--- config.mk ---
export PLATFORM = sky130hd
export DESIGN_NAME = ocu_channel
export DESIGN_NICKNAME = d
export VERILOG_FILES = /design/src/rtl/ocu_pkg.sv /design/src/rtl/ocu_regbus.sv /design/src/rtl/ocu_cmpbuf.sv /design/src/rtl/ocu_match.sv /design/src/rtl/ocu_channel.sv
export SDC_FILE = /design/constraint.sdc
export NUM_CORES = 1
export LEC_CHECK = 0
export ABC_AREA = 1
export BUFFER_PORTS_ARGS = -buffer_cell sky130_fd_sc_hd__buf_2
export CAP_MARGIN = 20
export CORE_ASPECT_RATIO = 1.1
export CORE_MARGIN = 5
export CORE_UTILIZATION = 50
export DETAILED_ROUTE_END_ITERATION = 6
export HOLD_SLACK_MARGIN = 0.02
export MAX_ROUTING_LAYER = met4
export PLACE_DENSITY = 0.76
export SYNTH_ARGS = -nofsm -noshare
export SYNTH_HDL_FRONTEND = slang
export SYNTH_HIERARCHICAL = 1
export SYNTH_SLANG_ARGS = --single-unit
--- constraint.sdc ---
create_clock -name clk -period 1.5 [get_ports clk]
set_input_delay 0.075 -clock clk [delete_from_list [all_inputs] [get_ports clk]]
set_output_delay 0.075 -clock clk [all_outputs]
set_load 0.005 [all_outputs]
--- src/rtl/ocu_pkg.sv ---
package ocu_pkg;

  typedef enum logic [1:0] {
    REG_CMP_LO = 2'd0,
    REG_CMP_HI = 2'd1,
    REG_CTRL   = 2'd2,
    REG_NONE   = 2'd3
  } ocu_reg_e;

  localparam int CTRL_FLAG_BIT = 0;
  localparam int CTRL_IEN_BIT  = 1;

endpackage

--- src/rtl/ocu_regbus.sv ---
module ocu_regbus
  import ocu_pkg::*;
#(
  parameter int CNT_W = 10,
  parameter int BUS_W = 8
) (
  input  logic             clk,
  input  logic             rst_n,
  input  logic             wr_en,
  input  logic             rd_en,
  input  logic [1:0]       addr,
  input  logic [BUS_W-1:0] wdata,
  input  logic [CNT_W-1:0] active_val,
  input  logic             flag,
  output logic [BUS_W-1:0] rdata,
  output logic             wr_cmp,
  output logic [CNT_W-1:0] wr_cmp_val,
  output logic             clr_req,
  output logic             ien
);

  localparam int HI_W = CNT_W - BUS_W;

  logic [HI_W-1:0] staging;
  logic            wr_hi, rd_lo, wr_ctrl;

  function automatic logic [CNT_W-1:0] join_value(input logic [HI_W-1:0] hi,
                                                  input logic [BUS_W-1:0] lo);
    return {hi, lo};
  endfunction

  assign wr_cmp     = wr_en && (addr == REG_CMP_LO);
  assign wr_hi      = wr_en && (addr == REG_CMP_HI);
  assign wr_ctrl    = wr_en && (addr == REG_CTRL);
  assign rd_lo      = rd_en && (addr == REG_CMP_LO);
  assign wr_cmp_val = join_value(staging, wdata);
  assign clr_req    = wr_ctrl && wdata[CTRL_FLAG_BIT];

  always_ff @(posedge clk or negedge rst_n) begin
    if (!rst_n) begin
      staging <= '0;
      ien     <= 1'b0;
    end else begin
      if (wr_hi)      staging <= wdata[HI_W-1:0];
      else if (rd_lo) staging <= active_val[CNT_W-1:BUS_W];
      if (wr_ctrl)    ien <= wdata[CTRL_IEN_BIT];
    end
  end

  always_comb begin
    rdata = '0;
    if (rd_en) begin
      case (addr)
        REG_CMP_LO: rdata = active_val[BUS_W-1:0];
        REG_CMP_HI: rdata[HI_W-1:0] = staging;
        REG_CTRL: begin
          rdata[CTRL_FLAG_BIT] = flag;
          rdata[CTRL_IEN_BIT]  = ien;
        end
        default: rdata = '0;
      endcase
    end
  end

  // a low-byte read leaves the active upper bits in staging
  p_stage_copy_r9: assert property (@(posedge clk) disable iff (!rst_n)
    rd_lo |=> staging == $past(active_val[CNT_W-1:BUS_W]));

  // a high-byte write lands in staging
  p_stage_write_r8: assert property (@(posedge clk) disable iff (!rst_n)
    wr_hi |=> staging == $past(wdata[HI_W-1:0]));

endmodule

--- src/rtl/ocu_cmpbuf.sv ---
module ocu_cmpbuf #(
  parameter int CNT_W = 10
) (
  input  logic             clk,
  input  logic             rst_n,
  input  logic             pwm_en,
  input  logic             upd_sel,
  input  logic             at_top,
  input  logic             at_bottom,
  input  logic             wr_cmp,
  input  logic [CNT_W-1:0] wr_val,
  output logic [CNT_W-1:0] active
);

  logic [CNT_W-1:0] shadow;
  logic             boundary;
  logic             load_shadow;

  function automatic logic pick_boundary(input logic sel, input logic top,
                                         input logic bot);
    return sel ? bot : top;
  endfunction

  assign boundary    = pick_boundary(upd_sel, at_top, at_bottom);
  assign load_shadow = pwm_en && boundary;

  always_ff @(posedge clk or negedge rst_n) begin
    if (!rst_n) begin
      shadow <= '0;
      active <= '0;
    end else begin
      if (wr_cmp) shadow <= wr_val;
      if (!pwm_en) begin
        if (wr_cmp) active <= wr_val;
      end else if (load_shadow) begin
        active <= shadow;
      end
    end
  end

  // no change away from the selected boundary in PWM mode
  p_pwm_hold_r6: assert property (@(posedge clk) disable iff (!rst_n)
    (pwm_en && !boundary) |=> $stable(active));

  // boundary loads the buffered value
  p_pwm_load_r6: assert property (@(posedge clk) disable iff (!rst_n)
    (pwm_en && boundary) |=> active == $past(shadow));

  // direct update in normal mode
  p_direct_r7: assert property (@(posedge clk) disable iff (!rst_n)
    (!pwm_en && wr_cmp) |=> active == $past(wr_val));

  // a write meeting the boundary is kept in the buffer
  p_coincide_r11: assert property (@(posedge clk) disable iff (!rst_n)
    (load_shadow && wr_cmp) |=> shadow == $past(wr_val));

endmodule

--- src/rtl/ocu_match.sv ---
module ocu_match #(
  parameter int CNT_W = 10
) (
  input  logic             clk,
  input  logic             rst_n,
  input  logic [CNT_W-1:0] count,
  input  logic [CNT_W-1:0] active,
  input  logic             force_cmp,
  input  logic             irq_ack,
  input  logic             clr_req,
  output logic             match_now,
  output logic             match_evt,
  output logic             flag
);

  function automatic logic is_equal(input logic [CNT_W-1:0] a,
                                    input logic [CNT_W-1:0] b);
    return a == b;
  endfunction

  assign match_now = is_equal(count, active);

  always_ff @(posedge clk or negedge rst_n) begin
    if (!rst_n) begin
      match_evt <= 1'b0;
      flag      <= 1'b0;
    end else begin
      match_evt <= match_now || force_cmp;
      if (match_now)               flag <= 1'b1;
      else if (irq_ack || clr_req) flag <= 1'b0;
    end
  end

  // equality yields an event pulse one cycle later
  p_evt_next_r1: assert property (@(posedge clk) disable iff (!rst_n)
    match_now |=> match_evt);

  // flag set one edge after equality
  p_flag_next_r2: assert property (@(posedge clk) disable iff (!rst_n)
    match_now |=> flag);

  // only a real equality raises the flag
  p_flag_src_r10: assert property (@(posedge clk) disable iff (!rst_n)
    $rose(flag) |-> $past(match_now));

  // acknowledge clears
  p_ack_clear_r4: assert property (@(posedge clk) disable iff (!rst_n)
    (irq_ack && !match_now) |=> !flag);

  // write-one clears
  p_w1c_r5: assert property (@(posedge clk) disable iff (!rst_n)
    (clr_req && !match_now) |=> !flag);

  // forced compare produces an event
  p_force_evt_r10: assert property (@(posedge clk) disable iff (!rst_n)
    force_cmp |=> match_evt);

endmodule

--- src/rtl/ocu_channel.sv ---
module ocu_channel
  import ocu_pkg::*;
#(
  parameter int CNT_W = 10,
  parameter int BUS_W = 8
) (
  input  logic             clk,
  input  logic             rst_n,
  input  logic [CNT_W-1:0] count,
  input  logic             at_top,
  input  logic             at_bottom,
  input  logic             pwm_en,
  input  logic             upd_sel,
  input  logic             force_cmp,
  input  logic             irq_ack,
  input  logic             wr_en,
  input  logic             rd_en,
  input  logic [1:0]       addr,
  input  logic [BUS_W-1:0] wdata,
  output logic [BUS_W-1:0] rdata,
  output logic             match_evt,
  output logic             irq
);

  logic [CNT_W-1:0] active_val;
  logic [CNT_W-1:0] wr_cmp_val;
  logic             wr_cmp, clr_req, ien, flag, match_now;

  ocu_regbus #(.CNT_W(CNT_W), .BUS_W(BUS_W)) u_regbus (
    .clk(clk), .rst_n(rst_n), .wr_en(wr_en), .rd_en(rd_en), .addr(addr),
    .wdata(wdata), .active_val(active_val), .flag(flag), .rdata(rdata),
    .wr_cmp(wr_cmp), .wr_cmp_val(wr_cmp_val), .clr_req(clr_req), .ien(ien)
  );

  ocu_cmpbuf #(.CNT_W(CNT_W)) u_cmpbuf (
    .clk(clk), .rst_n(rst_n), .pwm_en(pwm_en), .upd_sel(upd_sel),
    .at_top(at_top), .at_bottom(at_bottom), .wr_cmp(wr_cmp),
    .wr_val(wr_cmp_val), .active(active_val)
  );

  ocu_match #(.CNT_W(CNT_W)) u_match (
    .clk(clk), .rst_n(rst_n), .count(count), .active(active_val),
    .force_cmp(force_cmp), .irq_ack(irq_ack), .clr_req(clr_req),
    .match_now(match_now), .match_evt(match_evt), .flag(flag)
  );

  assign irq = flag && ien;

  // the request never rises without an enabled, set flag one cycle earlier source
  p_irq_src_r3: assert property (@(posedge clk) disable iff (!rst_n)
    $rose(irq) |-> ($past(match_now) || $past(wr_en && addr == REG_CTRL)));

endmodule

==> reports/results.tsv <==
stage	metric	value	unit
timing	fmaxAchievable	0.819	GHz
timing	setup_violations	0	
power	power_density	918	nW/um^2
route	viasPerCell	4.76	
clock_tree	cts_root_buffer	clkbuf_4	
timing	final_hold_viol_count	0	
clock_tree	cts_buffer_depth	2	
timing	layout_setup_ws	279	ps
clock_tree	ctsHoldBuffers	10	
grt	gr-total-overflow	0	
timing	slew_viol_final	0	
power	pwr-share-comb	29.2	%
hold_path	hold_path_class	in -> reg	
hold_path	hold_depth	2	
route	met3_length	155	um
critical_path	worstSetupPathType	reg -> out	
floorplanning	row_count	21	
critical_path	r2r_cells	5	
critical_path	crit_chain	nand3_1 > nand3_1 > nand2_1 > inv_1 > buf_2	
critical_path	crit_path_start_kind	flip-flop	
final_layout	ff_latch_area	626	sq um
run_status	outcome	finished, final reports clean	
critical_path	endpoint_kind	primary output	
route	highest_layer	met4	
placed_design	gp_congestion	0.783	
route	wirelength	3350	um
timing	rsz0062_at_grt	false	
placed_design	io_buffers	39	
floorplanning	core	3070	sq um
route	antenna_left	0	
timing	finalCritPeriodShare	81.4	%
floorplanning	io-pin-count	40	
timing	fin_crit	1220	ps
grt	grt_max_degree	26	
critical_path	crit_top_cell	nand3_1	
timing	fin_skew	3.19	ps
clock_tree	clk-insertion-delay-late	310	ps
power	p_int	1.15	mW
critical_path	arrival	1150	ps
power	seqPwrFrac	53.9	%
grt	grt_pass1_vias	1318	
power	p_leak	1.12	nW
grt	antenna_found_initial	0	
critical_path	max_stage_delay	440	ps
final_layout	fin_area	1890	sq um
route	met1_length	1530	um
final_layout	n_fill_cell	329	
power	power.share.clock	16.9	%
power	switching_power	589	uW
grt	grt_pass1_wl	5800	um
synthesis	syn_area	1620	sq um
synthesis	avgSynthCellArea	7.12	sq um
route	drtIter0Drc	85	
final_layout	drive_gt1_share	23.0	%
timing	worstMarginPinSlew	568	ps
placed_design	dp_slack	329	ps
route	vias	1442	
critical_path	rrSetupSlack	500	ps
placed_design	place_hpwl	2580	um
final_layout	fin_nets	300	
route	remaining_drc_errors	0	
power	power.total	1.74	mW
final_layout	multiInputGateArea	748	sq um
final_layout	diodes	0	
route	wl_met2	1620	um
grt	grt_usage	16.0	%
run	max-cap-violations	0	
clock_tree	cts-buffers-inserted	3	
route	firstDrtPassIters	4	
clock_tree	cts_max_level	1	
route	drt-wirelength-per-cell	11.1	um
placed_design	detailed_place.area	1770	sq um
floorplanning	start_util	52.8	%
floorplanning	fp.dieW	64.3	um
final_layout	area_growth	16.7	%
clock_tree	clk_pin_slew_worst_paths	130	ps
power	netSwitchingFraction	33.9	%
clock_tree	cts_sinks	25	
floorplanning	die-area	4490	sq um
timing	max-slew-margin-rel	62.1	%
critical_path	critical-path-slowest-cell	dfrtp_1	
timing	setup_tns	0	ps
power	peakVddDrop	0.495	mV
clock_tree	cts_resized	0	
synthesis	syn_nets	258	
critical_path	critPathMaxFanout	4	
synthesis	yosys_warnings	6	
critical_path	crit_required	1420	ps
clock_tree	cts_tree	built	
synthesis	synth_cells	228	
clock_tree	cts_setup_buffers	0	
floorplanning	die_y	69.8	um
==> power groups by stage <==
stage	Clock [mW]	Combinational, mW	Sequential, mW
after floorplan	0	0.382	0.918
after global placement	0	0.478	0.947
after detailed placement	0	0.492	0.954
after CTS	0.317	0.514	0.938
after global routing	0.350	0.583	0.964
final	0.295	0.508	0.936
==> cell type report <==
type                            count  area share (%)
Clock buffer                        3            1.19
Tap cell                           34            2.25
Sequential cell                    25            33.0
Multi-Input combinational cell    152            39.5
Inverter                           37            7.34
Clock inverter                      1           0.264
Timing Repair Buffer               51            16.4
==> metal layers <==
metal	vias up	track usage, %
met5	-	-
met4	0	5.43
met3	4	1.94
met2	30	26.1
met1	631	20.3
li1	777	-
==> stage by stage <==
| step | std cells | util (%) | hold slack, ps |
|---|---|---|---|
| global placement | 289 | 57.4 | 100 |
| detailed placement | 289 | 57.4 | 97.0 |
| global route | 303 | 61.6 | 86.4 |
| CTS | 303 | 61.6 | 66.3 |
| floorplan | 228 | - | -221 |
| finish | 303 | 61.6 | 72.4 |
==> path summary, 6_finish.rpt <==
path                                       endpoint                start
worst max-delay path                       rdata[1]  u_regbus/staging[1]
worst min-delay path             u_cmpbuf/shadow[0]             wdata[0]
worst max register to register    u_match/match_evt   u_cmpbuf/active[1]
worst min register to register   u_cmpbuf/shadow[7]   u_cmpbuf/shadow[7]
max in group asynchronous        u_cmpbuf/active[3]                rst_n
min in group asynchronous       u_regbus/staging[1]                rst_n
==> state kept, by name, summed over array words and instances, names as in the netlist <==
name and cells:
u_match/flag 1, u_regbus/ien 1, u_cmpbuf/shadow 10, u_match/match_evt 1, u_cmpbuf/active 10, u_regbus/staging 2
==> layout by cell type (no fill, tap or decap), types with 3 or more instances in the layout <==
| cell type | count |
|---|---|
| clkbuf_4 | 3 |
| dfrtp_1 | 25 |
| dlygate4sd3_1 | 10 |
| buf_2 | 39 |
| mux2_2 | 4 |
| nor2_1 | 21 |
| nor2_2 | 3 |
| inv_1 | 35 |
| o21ai_0 | 5 |
| a21oi_1 | 6 |
| nand3_1 | 28 |
| nand2_1 | 67 |
==> critical path, delay by kind of cell (launching register included) <==
family | cells | cell delay, ps
AND/OR/NAND/NOR | 3 | 250
buffers and inverters | 2 | 140
flip-flops | 1 | 440
(Power assumes the default switching activity.)
